`src/rtl/i2c_arb_pkg.sv`:
```
package i2c_arb_pkg;

  // Synchronized view of one bus line
  typedef struct packed {
    logic level;
    logic rise;
    logic fall;
  } line_evt_t;

  // Local operating mode
  typedef struct packed {
    logic mst;
    logic trx;
  } mode_t;

  localparam int LINE_SCL = 0;
  localparam int LINE_SDA = 1;
  localparam int NUM_LINES = 2;

endpackage

```
`src/rtl/arb_line_sync.sv`:
```
module arb_line_sync
  import i2c_arb_pkg::*;
#(
  parameter int STAGES = 2
) (
  input  logic      clk,
  input  logic      rst,
  input  logic      line_i,
  output line_evt_t evt_o
);

  localparam int TOP = STAGES - 1;

  logic [TOP:0] chain_q;
  logic         prev_q;

  // Idle bus lines are pulled high, so the chain resets to 1
  always_ff @(posedge clk) begin
    if (rst) begin
      chain_q <= '1;
      prev_q  <= 1'b1;
    end else begin
      chain_q <= {chain_q[TOP-1:0], line_i};
      prev_q  <= chain_q[TOP];
    end
  end

  always_comb begin
    evt_o.level = chain_q[TOP];
    evt_o.rise  = chain_q[TOP] & ~prev_q;
    evt_o.fall  = ~chain_q[TOP] & prev_q;
  end


  rise_single_chk: assert property (@(posedge clk) disable iff (rst)
    evt_o.rise |=> !evt_o.rise && evt_o.level);

endmodule

```
`src/rtl/arb_bit_tracker.sv`:
```
module arb_bit_tracker
  import i2c_arb_pkg::*;
#(
  parameter int DATA_BITS = 8
) (
  input  logic      clk,
  input  logic      rst,
  input  line_evt_t scl_evt_i,
  input  line_evt_t sda_evt_i,
  output logic      data_phase_o,
  output logic      window_end_o,
  output logic      bus_cond_o
);

  localparam int CNT_MAX = DATA_BITS + 1;
  localparam int CW      = $clog2(CNT_MAX + 1);
  localparam logic [CW-1:0] CNT_TOP  = CW'(CNT_MAX);
  localparam logic [CW-1:0] CNT_DATA = CW'(DATA_BITS);

  logic [CW-1:0] cnt_q;
  logic          start_det;
  logic          stop_det;

  // START: SDA falls while SCL high; STOP: SDA rises while SCL high
  assign start_det  = sda_evt_i.fall & scl_evt_i.level;
  assign stop_det   = sda_evt_i.rise & scl_evt_i.level;
  assign bus_cond_o = start_det | stop_det;

  always_ff @(posedge clk) begin
    if (rst) begin
      cnt_q <= '0;
    end else if (bus_cond_o) begin
      cnt_q <= '0;
    end else if (scl_evt_i.rise && cnt_q != CNT_TOP) begin
      cnt_q <= cnt_q + 1'b1;
    end
  end

  // Rises with count below DATA_BITS are data bits; the next is acknowledge
  assign data_phase_o = cnt_q < CNT_DATA;
  // Falling SCL after the last data bit closes the clamp window
  assign window_end_o = scl_evt_i.fall && cnt_q == CNT_DATA;


  cnt_range_chk: assert property (@(posedge clk) disable iff (rst)
    cnt_q <= CNT_TOP);


  cnt_restart_chk: assert property (@(posedge clk) disable iff (rst)
    bus_cond_o |=> data_phase_o);

endmodule

```
`src/rtl/arb_mode_ctrl.sv`:
```
module arb_mode_ctrl
  import i2c_arb_pkg::*;
(
  input  logic  clk,
  input  logic  rst,
  input  logic  scl_rise_i,
  input  logic  sda_level_i,
  input  logic  data_phase_i,
  input  logic  window_end_i,
  input  logic  bus_cond_i,
  input  logic  drv_sda_i,
  input  logic  mode_ld_i,
  input  mode_t mode_ld_val_i,
  input  logic  flag_clr_i,
  output mode_t mode_o,
  output logic  lost_o,
  output logic  lost_pulse_o,
  output logic  fault_pulse_o,
  output logic  clamp_o
);

  logic compare_en;
  logic lose_now;
  logic fault_now;

  assign compare_en = scl_rise_i & data_phase_i & mode_o.mst & mode_o.trx;
  assign lose_now   = compare_en &  drv_sda_i & ~sda_level_i;
  assign fault_now  = compare_en & ~drv_sda_i &  sda_level_i;

  always_ff @(posedge clk) begin
    if (rst) begin
      mode_o        <= '0;
      lost_o        <= 1'b0;
      lost_pulse_o  <= 1'b0;
      fault_pulse_o <= 1'b0;
      clamp_o       <= 1'b0;
    end else begin
      lost_pulse_o  <= lose_now;
      fault_pulse_o <= fault_now;

      if (lose_now)        lost_o <= 1'b1;
      else if (flag_clr_i) lost_o <= 1'b0;

      if (lose_now)       mode_o <= '0;
      else if (mode_ld_i) mode_o <= mode_ld_val_i;

      if (lose_now)                        clamp_o <= 1'b1;
      else if (window_end_i || bus_cond_i) clamp_o <= 1'b0;
    end
  end


  flag_pulse_chk: assert property (@(posedge clk) disable iff (rst)
    $rose(lost_o) |-> lost_pulse_o);


  flag_sticky_chk: assert property (@(posedge clk) disable iff (rst)
    lost_o && !flag_clr_i |=> lost_o);


  mode_drop_chk: assert property (@(posedge clk) disable iff (rst)
    lost_pulse_o |-> !mode_o.mst && !mode_o.trx);


  flag_clear_chk: assert property (@(posedge clk) disable iff (rst)
    flag_clr_i && !lose_now |=> !lost_o);


  fault_excl_chk: assert property (@(posedge clk) disable iff (rst)
    !(fault_pulse_o && lost_pulse_o));

endmodule

```
`src/rtl/i2c_arb_monitor.sv`:
```
module i2c_arb_monitor
  import i2c_arb_pkg::*;
#(
  parameter int DATA_BITS   = 8,
  parameter int SYNC_STAGES = 2
) (
  input  logic clk,
  input  logic rst,
  input  logic bus_scl_i,
  input  logic bus_sda_i,
  input  logic drv_scl_i,
  input  logic drv_sda_i,
  input  logic mode_ld_i,
  input  logic mode_mst_i,
  input  logic mode_trx_i,
  input  logic buf_wr_i,
  input  logic buf_rd_i,
  input  logic ctl2_wr_i,
  output logic scl_o,
  output logic sda_o,
  output logic mst_o,
  output logic trx_o,
  output logic arb_lost_o,
  output logic arb_lost_pulse_o,
  output logic bus_fault_o
);

  logic [NUM_LINES-1:0] raw_lines;
  line_evt_t            evt [NUM_LINES];

  logic  data_phase;
  logic  window_end;
  logic  bus_cond;
  logic  clamp;
  mode_t mode_q;
  mode_t mode_ld_val;
  logic  flag_clr;

  assign raw_lines[LINE_SCL] = bus_scl_i;
  assign raw_lines[LINE_SDA] = bus_sda_i;

  generate
    for (genvar g = 0; g < NUM_LINES; g++) begin : g_sync
      arb_line_sync #(
        .STAGES (SYNC_STAGES)
      ) sync_i (
        .clk    (clk),
        .rst    (rst),
        .line_i (raw_lines[g]),
        .evt_o  (evt[g])
      );
    end
  endgenerate

  arb_bit_tracker #(
    .DATA_BITS (DATA_BITS)
  ) track_i (
    .clk          (clk),
    .rst          (rst),
    .scl_evt_i    (evt[LINE_SCL]),
    .sda_evt_i    (evt[LINE_SDA]),
    .data_phase_o (data_phase),
    .window_end_o (window_end),
    .bus_cond_o   (bus_cond)
  );

  assign mode_ld_val.mst = mode_mst_i;
  assign mode_ld_val.trx = mode_trx_i;
  assign flag_clr        = buf_wr_i | buf_rd_i | ctl2_wr_i;

  arb_mode_ctrl ctrl_i (
    .clk           (clk),
    .rst           (rst),
    .scl_rise_i    (evt[LINE_SCL].rise),
    .sda_level_i   (evt[LINE_SDA].level),
    .data_phase_i  (data_phase),
    .window_end_i  (window_end),
    .bus_cond_i    (bus_cond),
    .drv_sda_i     (drv_sda_i),
    .mode_ld_i     (mode_ld_i),
    .mode_ld_val_i (mode_ld_val),
    .flag_clr_i    (flag_clr),
    .mode_o        (mode_q),
    .lost_o        (arb_lost_o),
    .lost_pulse_o  (arb_lost_pulse_o),
    .fault_pulse_o (bus_fault_o),
    .clamp_o       (clamp)
  );

  assign mst_o = mode_q.mst;
  assign trx_o = mode_q.trx;

  // Registered line drivers; the clamp releases both lines
  always_ff @(posedge clk) begin
    if (rst) begin
      scl_o <= 1'b1;
      sda_o <= 1'b1;
    end else begin
      scl_o <= clamp ? 1'b1 : drv_scl_i;
      sda_o <= clamp ? 1'b1 : drv_sda_i;
    end
  end


  scl_stop_chk: assert property (@(posedge clk) disable iff (rst)
    clamp |=> scl_o);


  sda_release_chk: assert property (@(posedge clk) disable iff (rst)
    clamp |=> sda_o);


  scl_follow_chk: assert property (@(posedge clk) disable iff (rst)
    !clamp |=> scl_o == $past(drv_scl_i));


  loss_needs_mt_chk: assert property (@(posedge clk) disable iff (rst)
    $rose(arb_lost_pulse_o) |-> $past(mst_o) && $past(trx_o));

endmodule

```
`config.mk`:
```
export PLATFORM = sky130hd
export DESIGN_NAME = i2c_arb_monitor
export DESIGN_NICKNAME = d
export VERILOG_FILES = /design/src/rtl/i2c_arb_pkg.sv /design/src/rtl/arb_line_sync.sv /design/src/rtl/arb_bit_tracker.sv /design/src/rtl/arb_mode_ctrl.sv /design/src/rtl/i2c_arb_monitor.sv
export SDC_FILE = /design/constraint.sdc
export NUM_CORES = 1
export LEC_CHECK = 0
export BUFFER_PORTS_ARGS = -buffer_cell sky130_fd_sc_hd__buf_2
export CAP_MARGIN = 20
export CORE_MARGIN = 1
export CORE_UTILIZATION = 40
export CTS_CLUSTER_DIAMETER = 80
export CTS_CLUSTER_SIZE = 30
export DETAILED_ROUTE_END_ITERATION = 8
export PLACE_DENSITY = 0.62
export SLEW_MARGIN = 0
export SYNTH_ARGS = -nofsm -noshare
export SYNTH_HDL_FRONTEND = slang
export SYNTH_SLANG_ARGS = --single-unit
```
`constraint.sdc`:
```
create_clock -name clk -period 1.5 [get_ports clk]
set_input_delay 0.225 -clock clk [delete_from_list [all_inputs] [get_ports clk]]
set_output_delay 0.225 -clock clk [all_outputs]
set_load 0.02 [all_outputs]
```
==> results of run 1 <==
[state kept, by name, indices dropped and copies added, names as in the netlist]
signal,count
ctrl_i.fault_pulse_o,1
ctrl_i.lost_pulse_o,1
ctrl_i.mode_o,2
sda_o,1
g_sync.sync_i.chain_q,4
ctrl_i.lost_o,1
scl_o,1
ctrl_i.clamp_o,1
track_i.cnt_q,4
g_sync.sync_i.prev_q,2
[layout by cell type, fill, tap and decap left out]
| cell type | instances |
|---|---|
| dfxtp_1 | 18 |
| buf_2 | 18 |
| or2_2 | 5 |
| o21ai_0 | 4 |
| nand3b_1 | 3 |
| nand3_1 | 3 |
| or3_1 | 3 |
| nor3_1 | 3 |
| ha_1 | 3 |
| clkbuf_4 | 3 |
| inv_1 | 2 |
| nor3_2 | 2 |
| a21oi_1 | 2 |
| mux2i_1 | 2 |
| nand3b_4 | 1 |
| or2_1 | 1 |
| and2b_1 | 1 |
| xor2_1 | 1 |
| a21o_2 | 1 |
| a31oi_1 | 1 |
| a311oi_2 | 1 |
| nand2b_1 | 1 |
| and3b_1 | 1 |
| nor4b_1 | 1 |
| o21ba_1 | 1 |
| a21oi_2 | 1 |
| nand4b_1 | 1 |
| o21bai_1 | 1 |
[synth_stat cells]
master	n	share of area [%]
o21ai_0	4	2.8
a31oi_1	1	0.88
nand4b_1	1	1.2
nor4b_1	1	1.2
nor3_2	2	2.8
a21o_2	1	1.2
inv_1	2	1.1
xor2_1	1	1.2
ha_1	3	5.3
clkbuf_1	1	0.53
nor3_1	3	2.1
dfxtp_1	18	51
or2_2	5	4.4
nand3b_4	1	2.8
o21ba_1	1	1.4
nand3b_1	3	3.2
a311oi_2	1	2.1
or3_1	3	2.6
and2b_1	1	1.1
a21oi_1	2	1.4
a21oi_2	1	1.2
nand2b_1	1	0.88
mux2i_1	2	2.8
o21bai_1	1	1.1
and3b_1	1	1.2
nand3_1	3	2.1
or2_1	1	0.88
[power breakdown]
part	total, W	switching (W)	internal (W)
registers	0.000500	0.00000943	0.000491
clock network	0.000230	0.000137	0.0000932
logic	0.0000598	0.0000308	0.0000290
[through the flow]
| stage | utilization, % | instance area (um^2) | instances | hold slack [ns] | power, W |
|---|---|---|---|---|---|
| after floorplan | - | 713 | 65 | 0.302 | 0.000544 |
| after global placement | 52.0 | 820 | 98 | 0.396 | 0.000571 |
| after detailed placement | 52.0 | 820 | 98 | 0.395 | 0.000571 |
| after CTS | 53.4 | 842 | 101 | 0.106 | 0.000802 |
| after global routing | 53.4 | 842 | 101 | 0.0928 | 0.000836 |
| final | 53.4 | 842 | 101 | 0.111 | 0.000790 |
[cell families (layout without fill, tap and decap cells)]
kind of cell    after synthesis  count (layout)  share of synthesized area, %
xor+xnor                      1               1                          1.23
mux                           2               2                          2.81
flops                        18              18                          50.5
simple gates                 26              26                          26.5
compound gates               12              12                          12.1
buf+inv                       3              23                          1.58
fa+ha+maj                     3               3                          5.26
[worst register-to-register path, stage by stage, from the launching register on]
cell	delay (ns)
dfxtp_1	0.38
inv_1	0.08
ha_1	0.21
nand3b_1	0.16
a31oi_1	0.12
a311oi_2	0.19
[per-layer routing]
metal	GRT usage [%]	up-vias	wire, um
li1	-	273	-
met1	18.3	243	588
met2	22.9	23	550
met3	3.67	4	69
met4	10.9	0	30
met5	0	-	0
[area by class of cell]
class / count / area share, %
well taps: 16 / 2.38
inverters: 2 / 0.892
multi-input cells: 44 / 40.6
repair buffers: 18 / 10.7
clock buffers: 3 / 2.67
flip-flops and latches: 18 / 42.8
[worst max-delay path by stage]
stage / start / end / slack (ns) / depth (start not counted)
after floorplan: track_i.cnt_q[1] / track_i.cnt_q[1] / 0.45 / 5
after global placement: track_i.cnt_q[1] / track_i.cnt_q[1] / 0.42 / 5
after detailed placement: track_i.cnt_q[1] / track_i.cnt_q[1] / 0.36 / 5
after CTS: track_i.cnt_q[1] / track_i.cnt_q[2] / 0.29 / 5
after global routing: track_i.cnt_q[1] / track_i.cnt_q[2] / 0.17 / 5
final: track_i.cnt_q[1] / track_i.cnt_q[2] / 0.28 / 5
==> impl_metrics.py, run 1 <==
metrics = {
    "worst_hold_path": {
        "hp-class": "in2reg",
        "hold_end": "scl_o",
        "holdCritStartpoint": "drv_scl_i",
        "min_path_cells": 2,
    },
    "floorplanning": {
        "die_w_um": 44.2,
        "coreArea_um2": 1580,
        "start_util_pct": 45.2,
        "die_h_um": 44.2,
        "num_rows": 14,
        "pin_count": 19,
        "die_area_um2": 1960,
    },
    "cells_and_area": {
        "nNetsFinal": 102,
        "seq_area_um2": 360,
        "fillers": 142,
        "syn_to_final_growth_pct": 18.1,
        "drive_gt1_share_pct": 37.6,
        "antenna_cells": 0,
        "multi_input_area_um2": 342,
    },
    "synthesis": {
        "synthCells": 65,
        "synth_seq_cells": 18,
        "ys_seq_area_share_pct": 50.5,
        "synth_cell_type_count": 27,
        "yosys_warnings": 0,
        "avgSynthCellArea_um2": 11.0,
        "synthesis.nets": 80,
        "syn_area_um2": 713,
    },
    "timing": {
        "rsz0062_at_grt": "no",
        "finalHoldViolCount": 0,
        "clock_skew_ns": 0.00109,
        "fin_tns_setup_ns": 0,
        "max_freq_mhz": 820,
        "setup-violations-final": 0,
        "slew-limit-headroom_pct": 82.8,
        "fin_crit_sh_pct": 81.3,
        "worstMarginPinSlew_ns": 0.256,
        "finalWorstPathRequiredPeriod_ns": 1.22,
        "finalMaxSlewViolations": 0,
        "setup_ws_ns": 0.280,
    },
    "clock_tree": {
        "postCtsSetupBuffers": 0,
        "clockBufferDepth": 2,
        "clk_pin_slew_ns": 0.09,
        "cts-htree-levels": 1,
        "numCtsBuffers": 3,
        "ctsResizeCount": 0,
        "cts_tree": "yes",
        "cts_num_sinks": 18,
        "cts_root_buf": "clkbuf_4",
        "hold_buffers": 0,
        "clk_latency_ns": 0.28,
    },
    "placement": {
        "portBuffers": 18,
        "place_congestion": 0.673,
        "dp_slack_ns": 0.363,
        "hpwlAfterDp_um": 885,
    },
    "pwr": {
        "power_leakage_nw": 0.372,
        "power-per-cell-area_nw_per_um2": 939,
        "peakVddDrop_mv": 0.473,
    },
    "setup_path": {
        "reg2reg_to": "track_i.cnt_q[2]",
        "slowest_delay_ns": 0.38,
        "path_class": "reg2reg",
        "reg2reg_depth": 5,
        "crit_buf_inv": 1,
        "r2r_start": "track_i.cnt_q[1]",
        "start_kind": "flip-flop",
        "regToRegSetupSlack_ns": 0.28,
        "worstSetupEndpointType": "flip-flop",
        "cp_top_family": "flip-flops",
        "cp_data_required_time_ns": 1.70,
        "cp_slowest_cell": "dfxtp_1",
        "cp_max_fo": 4,
        "critical_path_arrival_ns": 1.42,
        "crit_path_cell_trace": "inv_1 > ha_1 > nand3b_1 > a31oi_1 > a311oi_2",
    },
    "grt": {
        "grt_max_degree": 14,
        "grt_pass1_vias": 475,
        "grt_first_pass_wirelength_um": 2040,
        "grt-ovfl-total": 0,
        "antenna_found_initial": 0,
        "grt_use_total_pct": 15.0,
    },
    "flow_run": {
        "drv_cap": 0,
    },
    "route": {
        "drc": 0,
        "drtAntennaViolNets": 0,
        "detail_route.iter0.violations": 16,
        "vias_per_cell": 5.38,
        "wl_um": 1240,
        "wl_per_cell_um": 12.3,
        "vias": 543,
        "drt-pass1-iter-count": 6,
    },
    "status": {
        "outcome": "finished clean",
    },
}
(Power assumes the default switching activity.)
==> run 2, diff against run 1 <==
Settings changed: ABC_AREA set to 1.
Clock period 1.5 ns to 1.2 ns, I/O delays scaled along.
==> run 2 against run 1 <==
Compared with the run above: non-clock buffer count stayed put; cell area is 5.2% higher; synthesized area is 1.8% higher; clock power is 60% higher; hold slack worse by 0.054 ns.
==> impl_metrics.py, run 2 <==
metrics = {
    "setup_path": {
        "worstSetupEndpointType": "flip-flop",
        "slowest_delay_ns": 0.37,
        "reg2reg_to": "track_i.cnt_q[2]",
        "critical_path_arrival_ns": 1.31,
        "crit_buf_inv": 2,
        "cp_top_family": "flip-flops",
        "cp_data_required_time_ns": 1.42,
        "r2r_start": "track_i.cnt_q[1]",
        "cp_max_fo": 5,
        "reg2reg_depth": 7,
        "regToRegSetupSlack_ns": 0.11,
        "crit_path_cell_trace": "inv_1 > ha_1 > nand3_4 > nand2_4 > inv_2 > nand2_1 > a21oi_1",
        "path_class": "reg2reg",
        "start_kind": "flip-flop",
        "crit_cells": 7,
        "crit_path_end": "track_i.cnt_q[2]",
        "cp_slowest_cell": "dfxtp_2",
        "crit_start": "track_i.cnt_q[1]",
    },
    "floorplanning": {
        "num_rows": 15,
        "start_util_pct": 42.5,
        "die_h_um": 44.6,
        "pin_count": 19,
        "die_area_um2": 1990,
        "die_w_um": 44.6,
        "coreArea_um2": 1710,
    },
    "cells_and_area": {
        "nNetsFinal": 124,
        "syn_to_final_growth_pct": 22.1,
        "top_regs": "g_sync.sync_i.chain_q: 4 flops, track_i.cnt_q: 4 flops",
        "most-common-layout-cells": "buf_2 (18), dfxtp_1 (16), nand2_1 (15)",
        "drive_gt1_share_pct": 30.6,
        "fillers": 156,
        "final_common_cell": "buf_2",
        "antenna_cells": 0,
    },
    "route": {
        "vias_per_cell": 4.47,
        "detail_route.iter0.violations": 7,
        "wl_um": 1200,
        "drc": 0,
        "drtAntennaViolNets": 0,
        "wl_per_cell_um": 8.98,
        "drt-pass1-iter-count": 4,
        "vias": 594,
    },
    "synthesis": {
        "yosysTopAreaCell": "dfxtp_1",
        "ys_async_sr_fraction_pct": 0,
        "synth_flop_cell": "dfxtp_1",
        "synth_seq_cells": 18,
        "synth-edff-count": 0,
        "synth_cell_type_count": 18,
        "synthMostInstantiatedCell": "dfxtp_1",
        "avgSynthCellArea_um2": 8.44,
        "yosys_warnings": 0,
        "synth_top_area_share_pct": 49.7,
        "synthCells": 86,
        "syn_area_um2": 726,
        "synth_common_cells": "dfxtp_1 (18), nand2_1 (15), inv_1 (10), nand3_1 (10)",
        "ys_top_cells_by_area": "dfxtp_1 (50%), nand2_1 (7.8%), nand3_1 (6.9%)",
        "ys_seq_area_share_pct": 49.7,
        "synthesis.nets": 101,
    },
    "pwr": {
        "p_sw_share_pct": 22.1,
        "power_leakage_nw": 0.447,
        "internal_power_w": 0.000832,
        "switchingPower_w": 0.000236,
        "power_frac_clock_pct": 34.5,
        "p_comb_share_pct": 7.2,
        "power-per-cell-area_nw_per_um2": 1210,
        "peakVddDrop_mv": 0.674,
        "seqPwrFrac_pct": 58.3,
    },
    "placement": {
        "hpwlAfterDp_um": 940,
        "place_congestion": 0.840,
        "portBuffers": 18,
        "dp_slack_ns": 0.0874,
    },
    "clock_tree": {
        "cts_root_buf": "clkbuf_4",
        "hold_buffers": 0,
        "clockBufferDepth": 2,
        "clk_pin_slew_ns": 0.10,
        "numCtsBuffers": 3,
        "cts-htree-levels": 1,
        "cts_tree": "yes",
        "clk_latency_ns": 0.29,
        "ctsResizeCount": 0,
        "postCtsSetupBuffers": 0,
        "cts_num_sinks": 18,
    },
    "status": {
        "outcome": "finished clean",
    },
    "grt": {
        "antenna_found_initial": 0,
        "grt_use_total_pct": 14.8,
        "grt_first_pass_wirelength_um": 2150,
        "grt_max_degree": 11,
        "grt-ovfl-total": 0,
        "grt_pass1_vias": 536,
    },
    "timing": {
        "finalHoldViolCount": 0,
        "worstMarginPinSlew_ns": 0.248,
        "setup_ws_ns": 0.113,
        "fin_crit_sh_pct": 90.6,
        "slew-limit-headroom_pct": 83.5,
        "setup-violations-final": 0,
        "finalWorstPathRequiredPeriod_ns": 1.09,
        "hold_ws_ns": 0.0569,
        "finalMaxSlewViolations": 0,
        "max_freq_mhz": 920,
        "rsz0062_at_grt": "no",
        "fin_tns_setup_ns": 0,
        "clock_skew_ns": 0.00455,
    },
    "flow_run": {
        "drv_cap": 0,
    },
    "worst_hold_path": {
        "hp-class": "in2reg",
        "min_path_cells": 2,
    },
}
[run 2: cell count changes in the layout (fill, tap and decap cells not counted), moves of 5 or more]
| cell | before | now |
|---|---|---|
| nor2_1 | 0 | 5 |
| or2_2 | 5 | 0 |
| nand2_1 | 0 | 15 |
| inv_1 | 2 | 10 |
| inv_2 | 0 | 5 |
| nand3_1 | 3 | 10 |
[run 2: worst min-delay path by stage]
stage	start	slack (ns)	to
after global placement	drv_scl_i	0.36	scl_o
after detailed placement	bus_sda_i	0.36	g_sync[1].sync_i.chain_q[0]
after CTS	bus_scl_i	0.05	g_sync[0].sync_i.chain_q[0]
final	bus_scl_i	0.06	g_sync[0].sync_i.chain_q[0]
after global routing	bus_sda_i	0.05	g_sync[1].sync_i.chain_q[0]
after floorplan	rst	0.25	ctrl_i.fault_pulse_o
[run 2: kinds of logic (layout without fill, tap and decap cells)]
kind of cell,after synthesis,count (layout),share of synthesized area [%]
xor gates and xnor gates,1,1,1.21
DFF,18,18,49.7
adders and majority gates,3,3,5.17
muxes,2,2,2.76
AOI/OAI and AO/OA,4,4,2.76
buffers and inverters,15,37,7.76
and+or+nand+nor,43,43,30.7
[run 2: routing by layer]
metal  part of all wire, %  global-route usage (%)  up-vias
met5                     0                       0        -
met4                   1.1                    9.09        0
met3                   2.2                    3.67        2
met2                    49                    23.5        7
met1                    48                    17.9      271
li1                      -                       -      314
[run 2: final cells by class]
class                      count  area, um^2  area share [%]
tap                           25        31.3            3.53
inverter                      15        56.3            6.36
multi-input combinational     53         309            34.9
clock buffer                   4        36.3            4.10
sequential                    18         363            41.0
timing repair buffer          18        90.1            10.2
[run 2: power groups by stage]
stage / sequential, W / clock [W] / combinational [W]
finish: 0.000623 / 0.000368 / 0.0000772
global route: 0.000625 / 0.000401 / 0.0000875
CTS: 0.000623 / 0.000378 / 0.0000786
detailed placement: 0.000636 / 0 / 0.0000784
global placement: 0.000636 / 0 / 0.0000768
floorplan: 0.000645 / 0 / 0.0000337
[run 2: metrics by stage]
step / area (um^2) / instances / utilization, % / total power [W]
2_1_floorplan: 726 / 86 / - / 0.000678
3_3_place_gp: 847 / 129 / 49.6 / 0.000713
3_5_place_dp: 847 / 129 / 49.6 / 0.000715
4_1_cts: 883 / 133 / 51.7 / 0.00108
5_1_grt: 886 / 133 / 51.9 / 0.00111
6_report: 886 / 133 / 51.9 / 0.00107
[run 2: worst register-to-register path, stage by stage, from the launching register on]
cell	delay, ns
dfxtp_2	0.37
inv_1	0.07
ha_1	0.21
nand3_4	0.10
nand2_4	0.07
inv_2	0.05
nand2_1	0.04
a21oi_1	0.11
==> run 3, diff against run 2 <==
Settings changed: PLACE_DENSITY 0.62 to not set.
==> run 3 against run 2 <==
Compared with the run above: global-route usage shrank 0.25 points; clock power barely moved; first-iteration DRC count grew 29%; critical path type unchanged.
==> impl_metrics.py, run 3 (synthesized netlist as in run 2, its figures left out) <==
metrics = {
    "route": {
        "drtAntennaViolNets": 0,
        "wl_um": 1220,
        "wl_per_cell_um": 9.19,
        "drc": 0,
        "detail_route.iter0.violations": 9,
        "vias": 575,
        "vias_per_cell": 4.32,
        "drt-pass1-iter-count": 3,
    },
    "clock_tree": {
        "clk_pin_slew_ns": 0.10,
        "postCtsSetupBuffers": 0,
        "cts_root_buf": "clkbuf_4",
        "cts_num_sinks": 18,
        "numCtsBuffers": 3,
        "cts-htree-levels": 1,
        "clk_latency_ns": 0.29,
        "cts_tree": "yes",
        "clockBufferDepth": 2,
    },
    "timing": {
        "finalMaxSlewViolations": 0,
        "worstMarginPinSlew_ns": 0.236,
        "hold_ws_ns": 0.0588,
        "slew-limit-headroom_pct": 84.3,
        "finalWorstPathRequiredPeriod_ns": 1.08,
        "fin_tns_setup_ns": 0,
        "fin_crit_sh_pct": 90.3,
        "setup-violations-final": 0,
        "max_freq_mhz": 923,
        "rsz0062_at_grt": "no",
        "clock_skew_ns": 0.00228,
        "finalHoldViolCount": 0,
    },
    "pwr": {
        "power-per-cell-area_nw_per_um2": 1200,
        "peakVddDrop_mv": 0.785,
        "power_leakage_nw": 0.447,
        "p_total_w": 0.00106,
    },
    "setup_path": {
        "cp_max_fo": 5,
        "reg2reg_depth": 7,
        "regToRegSetupSlack_ns": 0.12,
        "crit_start": "track_i.cnt_q[1]",
        "critical_path_arrival_ns": 1.27,
        "cp_data_required_time_ns": 1.38,
        "start_kind": "flip-flop",
        "path_class": "reg2reg",
        "r2r_start": "track_i.cnt_q[1]",
        "worstSetupEndpointType": "flip-flop",
    },
    "placement": {
        "hpwlAfterDp_um": 942,
        "place_congestion": 0.665,
        "dp.cells": 129,
        "portBuffers": 18,
    },
    "floorplanning": {
        "num_rows": 15,
        "die_area_um2": 1990,
        "start_util_pct": 42.5,
        "die_h_um": 44.6,
        "pin_count": 19,
        "coreArea_um2": 1710,
        "die_w_um": 44.6,
    },
    "grt": {
        "grt_max_degree": 11,
        "antenna_found_initial": 0,
        "grt_use_total_pct": 14.6,
        "grt_first_pass_wirelength_um": 2030,
        "grt_pass1_vias": 505,
        "grt-ovfl-total": 0,
    },
    "worst_hold_path": {
        "holdCritStartpoint": "bus_scl_i",
        "hp-class": "in2reg",
        "min_path_cells": 2,
    },
    "cells_and_area": {
        "final_cells": 133,
        "final_common_cell": "buf_2",
        "nNetsFinal": 124,
        "fillers": 180,
        "top_regs": "g_sync.sync_i.chain_q: 4 flops, track_i.cnt_q: 4 flops",
        "antenna_cells": 0,
        "most-common-layout-cells": "buf_2 (18), dfxtp_1 (16), nand2_1 (15)",
        "syn_to_final_growth_pct": 22.4,
        "drive_gt1_share_pct": 30.6,
    },
    "status": {
        "outcome": "finished clean",
    },
    "flow_run": {
        "drv_cap": 0,
    },
}
## run 3: cell counts in the layout (fill, tap and decap cells not counted)
No cell type changed its count.
## run 3: repair_timing
| action | in CTS | in global routing |
|---|---|---|
| hold buffers | 0 | 0 |
| resized for setup | 0 | 3 |
| setup endpoints to repair | 0 | 2 |
## run 3: worst paths after layout
path	end
worst min register to register	g_sync[0].sync_i.chain_q[1]
worst min-delay path	g_sync[0].sync_i.chain_q[0]
worst max-delay path	track_i.cnt_q[3]
worst max register to register	track_i.cnt_q[3]
## run 3: stage by stage
| step | util, % | worst slack, ns | cell area (um^2) |
|---|---|---|---|
| after detailed placement | 49.6 | 0.0839 | 847 |
| after global placement | 49.6 | 0.126 | 847 |
| after CTS | 51.7 | 0.0570 | 883 |
| after global routing | 52.0 | 0.000668 | 888 |
| after floorplan | - | 0.164 | 726 |
| final | 52.0 | 0.116 | 888 |
## run 3: layer usage
layer  share of wire, %  track usage [%]  vias to the layer above
met1                 47             17.4                      238
met3                5.5             2.86                        4
li1                   -                -                      315
met5                  0                0                        -
met2                 44             22.1                       18
met4                3.0             12.7                        0
## run 3: where the power goes
group	internal, W	leakage [nW]	total, W	switching, W
clock	0.000185	0.0210	0.000366	0.000181
combinational	0.0000334	0.278	0.0000776	0.0000441
sequential	0.000612	0.149	0.000621	0.00000882
## run 3: final cells by class
class | count | area (um^2) | share of cell area, %
sequential | 18 | 365 | 41.1
multi-input combinational | 53 | 309 | 34.8
timing repair buffer | 18 | 90.1 | 10.1
inverter | 15 | 56.3 | 6.34
clock buffer | 4 | 36.3 | 4.08
tap | 25 | 31.3 | 3.52
## run 3: worst max-delay path: stages (launching register included)
cell,delay [ns]
dfxtp_4,0.37
inv_1,0.08
ha_1,0.19
nand3_4,0.10
nand2_4,0.10
inv_2,0.04
nand2_1,0.06
a21oi_1,0.05
